<file path="src/rtl/rtg_pkg.sv">
package rtg_pkg;
  typedef struct packed {
    logic [15:0] v;
    logic [15:0] h;
  } pair_t;

  localparam int GEOM_N   = 4;
  localparam int IDX_TOT  = 0;
  localparam int IDX_ACT  = 1;
  localparam int IDX_FP   = 2;
  localparam int IDX_SYNC = 3;

  localparam int ADDR_CTRL  = 0;
  localparam int ADDR_GEOM0 = 1;

  localparam int CTRL_EN  = 0;
  localparam int CTRL_FMT = 4;
  localparam int CTRL_CS  = 6;
endpackage

</file>
<file path="src/rtl/rtg_regbank.sv">
module rtg_regbank
  import rtg_pkg::*;
#(
  parameter int ADDR_W = 3
) (
  input  logic                     clk,
  input  logic                     rst,
  input  logic                     wr_en,
  input  logic [ADDR_W-1:0]        wr_addr,
  input  logic [31:0]              wr_data,
  input  logic                     commit_i,
  output pair_t [GEOM_N-1:0]       live_o,
  output logic                     live_en_o,
  output logic [1:0]               fmt_o,
  output logic [1:0]               csel_o
);
  pair_t [GEOM_N-1:0] stage_q;
  logic               st_en_q;
  logic [1:0]         st_fmt_q, st_cs_q;

  always_ff @(posedge clk) begin
    if (rst) begin
      stage_q  <= '0;
      st_en_q  <= 1'b0;
      st_fmt_q <= 2'd0;
      st_cs_q  <= 2'd0;
    end else if (wr_en) begin
      if (wr_addr == ADDR_W'(ADDR_CTRL)) begin
        st_en_q  <= wr_data[CTRL_EN];
        st_fmt_q <= wr_data[CTRL_FMT +: 2];
        st_cs_q  <= wr_data[CTRL_CS +: 2];
      end
      for (int g = 0; g < GEOM_N; g++) begin
        if (wr_addr == ADDR_W'(ADDR_GEOM0 + g))
          stage_q[g] <= wr_data;
      end
    end
  end

  always_ff @(posedge clk) begin
    if (rst) begin
      live_o    <= '0;
      live_en_o <= 1'b0;
      fmt_o     <= 2'd0;
      csel_o    <= 2'd0;
    end else if (commit_i) begin
      live_o    <= stage_q;
      live_en_o <= st_en_q;
      fmt_o     <= st_fmt_q;
      csel_o    <= st_cs_q;
    end
  end

  AST_LIVE_HOLD: assert property (@(posedge clk) disable iff (rst)
    !commit_i |=> ($stable(live_o) && $stable(live_en_o) && $stable(fmt_o) && $stable(csel_o)));
endmodule

</file>
<file path="src/rtl/rtg_axis.sv">
module rtg_axis #(
  parameter int W = 16
) (
  input  logic         clk,
  input  logic         rst,
  input  logic         run,
  input  logic         step,
  input  logic [W-1:0] total,
  output logic [W-1:0] cnt,
  output logic         at_end
);
  assign at_end = run && (cnt == total);

  always_ff @(posedge clk) begin
    if (rst || !run)
      cnt <= '0;
    else if (step)
      cnt <= at_end ? '0 : cnt + 1'b1;
  end

  AST_CNT_BOUND: assert property (@(posedge clk) disable iff (rst)
    run |-> (cnt <= total));
endmodule

</file>
<file path="src/rtl/rtg_phase.sv">
module rtg_phase #(
  parameter int W = 16
) (
  input  logic [W-1:0] cnt,
  input  logic [15:0]  act,
  input  logic [15:0]  fp,
  input  logic [15:0]  sw,
  output logic         in_act,
  output logic         in_sync
);
  localparam int XW = (W > 16 ? W : 16) + 2;
  logic [XW-1:0] c_x, s_lo, s_hi;

  always_comb begin
    c_x     = XW'(cnt);
    s_lo    = XW'(act) + XW'(fp) + XW'(1);
    s_hi    = XW'(act) + XW'(fp) + XW'(sw);
    in_act  = (c_x <= XW'(act));
    in_sync = (c_x >= s_lo) && (c_x <= s_hi);
  end
endmodule

</file>
<file path="src/rtl/raster_timing_gen.sv">
module raster_timing_gen
  import rtg_pkg::*;
#(
  parameter int CNT_W  = 16,
  parameter int ADDR_W = 3
) (
  input  logic              clk,
  input  logic              rst,
  input  logic              wr_en,
  input  logic [ADDR_W-1:0] wr_addr,
  input  logic [31:0]       wr_data,
  output logic              de_o,
  output logic              hsync_n_o,
  output logic              vsync_n_o,
  output logic              sof_o,
  output logic [CNT_W-1:0]  pix_x_o,
  output logic [CNT_W-1:0]  line_y_o,
  output logic [1:0]        fmt_o,
  output logic [1:0]        clk_sel_o
);
  localparam int AXES = 2;

  pair_t [GEOM_N-1:0] live;
  logic               live_en, commit;
  logic [CNT_W-1:0]   cnt    [AXES];
  logic               at_end [AXES];
  logic               in_act [AXES];
  logic               in_sync[AXES];

  rtg_regbank #(.ADDR_W(ADDR_W)) i_regs (
    .clk(clk), .rst(rst), .wr_en(wr_en), .wr_addr(wr_addr), .wr_data(wr_data),
    .commit_i(commit), .live_o(live), .live_en_o(live_en),
    .fmt_o(fmt_o), .csel_o(clk_sel_o)
  );

  assign commit = !live_en || (at_end[0] && at_end[1]);

  for (genvar a = 0; a < AXES; a++) begin : g_axis
    logic [15:0] tot_a, act_a, fp_a, sw_a;
    logic        step_a;
    assign tot_a = (a == 0) ? live[IDX_TOT].h  : live[IDX_TOT].v;
    assign act_a = (a == 0) ? live[IDX_ACT].h  : live[IDX_ACT].v;
    assign fp_a  = (a == 0) ? live[IDX_FP].h   : live[IDX_FP].v;
    assign sw_a  = (a == 0) ? live[IDX_SYNC].h : live[IDX_SYNC].v;
    if (a == 0) begin : g_pix
      assign step_a = 1'b1;
    end else begin : g_line
      assign step_a = at_end[a-1];
    end

    rtg_axis #(.W(CNT_W)) i_cnt (
      .clk(clk), .rst(rst), .run(live_en), .step(step_a),
      .total(tot_a[CNT_W-1:0]), .cnt(cnt[a]), .at_end(at_end[a])
    );

    rtg_phase #(.W(CNT_W)) i_phase (
      .cnt(cnt[a]), .act(act_a), .fp(fp_a), .sw(sw_a),
      .in_act(in_act[a]), .in_sync(in_sync[a])
    );
  end

  always_ff @(posedge clk) begin
    if (rst || !live_en) begin
      de_o      <= 1'b0;
      hsync_n_o <= 1'b1;
      vsync_n_o <= 1'b1;
      sof_o     <= 1'b0;
      pix_x_o   <= '0;
      line_y_o  <= '0;
    end else begin
      de_o      <= in_act[0] && in_act[1];
      hsync_n_o <= !in_sync[0];
      vsync_n_o <= !in_sync[1];
      sof_o     <= (cnt[0] == '0) && (cnt[1] == '0);
      pix_x_o   <= cnt[0];
      line_y_o  <= cnt[1];
    end
  end

  AST_IDLE_BLANK: assert property (@(posedge clk) disable iff (rst)
    !live_en |=> (!de_o && hsync_n_o && vsync_n_o && !sof_o));
  AST_SOF_ORIGIN: assert property (@(posedge clk) disable iff (rst)
    sof_o |-> (pix_x_o == '0 && line_y_o == '0 && de_o));
  AST_HSYNC_BLANK: assert property (@(posedge clk) disable iff (rst)
    !hsync_n_o |-> !de_o);
  AST_VSYNC_BLANK: assert property (@(posedge clk) disable iff (rst)
    !vsync_n_o |-> !de_o);
endmodule

</file>
<file path="config.mk">
export PLATFORM = sky130hd
export DESIGN_NAME = raster_timing_gen
export DESIGN_NICKNAME = d
export VERILOG_FILES = /design/src/rtl/rtg_pkg.sv /design/src/rtl/rtg_regbank.sv /design/src/rtl/rtg_axis.sv /design/src/rtl/rtg_phase.sv /design/src/rtl/raster_timing_gen.sv
export SDC_FILE = /design/constraint.sdc
export NUM_CORES = 1
export LEC_CHECK = 0
export BUFFER_PORTS_ARGS = -buffer_cell sky130_fd_sc_hd__buf_4
export CAP_MARGIN = 20
export CELL_PAD_IN_SITES_DETAIL_PLACEMENT = 1
export CELL_PAD_IN_SITES_GLOBAL_PLACEMENT = 1
export CORE_MARGIN = 4
export CORE_UTILIZATION = 46
export DETAILED_ROUTE_END_ITERATION = 16
export GPL_TIMING_DRIVEN = 0
export HOLD_SLACK_MARGIN = 0.15
export PLACE_DENSITY_LB_ADDON = 0.25
export SLEW_MARGIN = 40
export SYNTH_ARGS = -nofsm -noshare
export SYNTH_HDL_FRONTEND = slang
export SYNTH_SLANG_ARGS = --single-unit
</file>
<file path="constraint.sdc">
create_clock -name clk -period 9 [get_ports clk]
set_input_delay 0 -clock clk [delete_from_list [all_inputs] [get_ports clk]]
set_output_delay 0 -clock clk [all_outputs]
set_load 0.05 [all_outputs]
</file>
==> impl_metrics.yaml <==
synthesis:
  synthDominantAreaCellType: "dfxtp_1"
  yosys_warnings: 0
  synth.yosys.seq_area_share_pct: 38.1
  synth.net_count: 2405
  synth.lib_cells_used.distinct: 72
  syn_area_per_cell_um2: 7.98
  post_synth_inst_count: 2197
  synth_ff_type: "dfxtp_1"
  post-synth-top-area-fraction_pct: 38.1
  ys_seq_elements: 334
  synth-edff-count: 0
  netlist_top_cells_area: "dfxtp_1, nand2_1, ha_1"
  post_synthesis_cell_area_um2: 17500
  async_flop_share_pct: 0
finish:
  diodes: 0
  fillCellCount: 4637
  multiInputGateArea_um2: 10200
  mostFrequentLayoutCell: "nand2_1"
  most-common-layout-cells: "nand2_1, dfxtp_1, a21oi_1"
  syn2layout_area_growth_pct: 15.8
  finalInstanceArea_um2: 20300
  drive_above_1_share_pct: 6.71
  final_nets: 2556
  register_cell_area_after_layout_um2: 6690
die:
  core_area_um2: 37700
  design.portCount: 78
  design.die.area_um2: 41300
  floorplan.rows: 71
  overall_die_width_um: 203
  start_util_pct: 46.5
  die_y_um: 203
detailed_routing:
  drt_iter0_drc: 942
  ant_nets: 0
  per_cell_routed_wire_length_um: 20.5
  vias_per_cell: 5.52
  number_of_remaining_drc_errors: 0
  first_pass_iters: 5
  vias: 15900
  finalWirelength_um: 58900
setup_path:
  crit_path_end_kind: "register"
  timing.critical_path.required_ns: 9.44
  count_of_cells_along_the_worst_register_to_register_path: 23
  setup.worst_path.class: "register to register"
  crit_fanout: 5
  critical_path_arrival_ns: 6.17
  worst_setup_path_start_kind: "register"
  ff2ff_setup_slack_ns: 3.26
status:
  status: "finished clean"
sta:
  finalSetupViolations: 0
  slew_violations: 0
  layout_worst_path_cycle_share_pct: 63.7
  worst-slew-pin-transition_ns: 0.809
  timing.clock.skew_ns: 0.0159
  grt_setup_unrepaired: "no"
  max_clock_freq_mhz: 174
  report.final.hold_viol_count: 0
  max-slew-margin-rel_pct: 46.1
  fin_tns_setup_ns: 0
  post-route-min-period_ns: 5.74
cts:
  cts_inserted_buffers: 35
  h-tree-depth: 2
  clock_latency_ns: 0.53
  tritoncts_num_sinks: 334
  cts.root.buffer_cell: "clkbuf_16"
  cts_tree: "built"
  clock_transition_time_at_the_flip_flop_clock_pins_of_the_worst_setup_and_hold_paths_ns: 0.06
  number_of_buffers_on_the_longest_clock_path: 3
  postCtsSetupRepairBufs: 0
global_route:
  grt_antenna_before_repair: 1
  gr-usage-all-layers_pct: 27.9
  grt_start_max_net_pins: 15
  globalRoute.totalOverflow: 0
  grt_first_pass_wirelength_um: 91500
  vias_in_the_first_global_route: 16200
worst_hold_path:
  timing.hold.worst.class: "primary input to register"
  min_path_cells: 4
placement:
  dp_hpwl_um: 45400
  buffer_ports.inserted: 76
  placed_cell_area_um2: 18700
  place.gp.congestion: 0.889
power_and_ir_drop:
  vdd_drop_max_v: 0.000143
  p_leak_nw: 7.91
  ratio_of_total_power_to_cell_area_nw_per_um2: 159
job:
  cap_violations: 0
==> flip-flops by register name, indices dropped and copies added (netlist names) <==
name and cells:
pix_x_o 16, line_y_o 16, g_axis.i_cnt.cnt 32, i_regs.st_en_q 1, vsync_n_o 1, i_regs.fmt_o 2
sof_o 1, i_regs.stage_q 128, i_regs.live_o 128, de_o 1, i_regs.live_en_o 1, i_regs.st_cs_q 2
i_regs.csel_o 2, i_regs.st_fmt_q 2, hsync_n_o 1
==> where the power goes <==
part / internal (mW) / switching, mW
clock: 0.901 / 0.606
sequential: 1.50 / 0.0173
combinational: 0.0777 / 0.135
==> kinds of logic (layout without fill, tap and decap cells) <==
logic type | after synthesis | in the layout | synth area share [%]
buffers and inverters | 176 | 350 | 3.85
XOR/XNOR | 137 | 137 | 6.89
flip-flops | 334 | 334 | 38.1
adder cells (fa/ha/maj) | 170 | 170 | 12.3
multiplexers | 5 | 5 | 0.285
AND/OR/NAND/NOR | 874 | 874 | 21.9
AO/OA/AOI/OAI | 501 | 501 | 16.6
==> final cells by class <==
class	count	area share (%)
clock inverters	11	0.869
well taps	511	3.15
flip-flops and latches	334	32.9
clock buffers	49	4.97
plain buffers	110	2.10
inverters	66	1.22
repair buffers	114	4.68
multi-input cells	1687	50.1
==> routing by layer <==
layer	routed length (um)	part of all wire [%]	track usage (%)	vias up
li1	-	-	-	7776
met1	28900	49	40.9	7696
met2	26000	44	44.2	376
met3	2720	4.6	3.31	67
met4	1380	2.3	6.82	2
met5	13	0.022	0	-
==> stage by stage <==
| stage | utilization [%] | setup slack (ns) | hold WS (ns) | cells | power [mW] |
|---|---|---|---|---|---|
| 4_1_cts | 53.9 | 3.34 | 0.158 | 2882 | 3.25 |
| 3_3_place_gp | 49.8 | 3.35 | 0.284 | 2784 | 1.74 |
| 3_5_place_dp | 49.8 | 3.39 | 0.290 | 2784 | 1.74 |
| 5_1_grt | 53.9 | 2.93 | 0.191 | 2882 | 3.34 |
| 6_report | 53.9 | 3.26 | 0.204 | 2882 | 3.24 |
| 2_1_floorplan | - | 4.27 | 0.136 | 2197 | 1.66 |
==> cells in the mapped netlist (all sizes together) (9+ instances only) <==
cell and number:
nor3 14, nor2 86, a21oi 334, a21o 39, buf 11, nor2b 21
xnor2 92, o21ai 48, nand3 34, ha 166, nor4 11, nand4 35
dfxtp 334, nand2 570, and3 22, clkbuf 99, o21a 16, nand2b 14
xor2 45, a211oi 11, and4 9, inv 66, and2 33
==> path summary, 6_finish.rpt <==
check,start,endpoint
hold reg to reg,i_regs.stage_q[97],i_regs.stage_q[97]
setup / recovery,i_regs.live_o[64],hsync_n_o
setup reg to reg,i_regs.live_o[64],hsync_n_o
hold / removal,wr_en,i_regs.stage_q[111]
==> what timing repair did <==
| action | in CTS | in global routing |
|---|---|---|
| setup endpoints to repair | 0 | 0 |
| hold buffers | 38 | 0 |
| hold endpoints to repair | 133 | 0 |
| gates resized for setup | 0 | 0 |
==> critical path, stage by stage (launching register included) <==
cell	delay [ns]
dfxtp_1	0.47
ha_1	0.24
inv_1	0.06
fa_1	0.39
nand2b_1	0.19
a211oi_2	0.27
nor2_1	0.10
xnor2_1	0.38
ha_1	0.37
a21o_1	0.20
a21oi_1	0.22
o21ai_0	0.13
a21oi_1	0.28
a21boi_0	0.18
o41ai_1	0.45
xor2_1	0.13
ha_1	0.34
nand4_1	0.08
nor2_1	0.06
a311o_1	0.34
a21oi_1	0.22
nand4_1	0.13
and4_1	0.21
o21ai_1	0.17
Power figures use the tool's default switching activity.
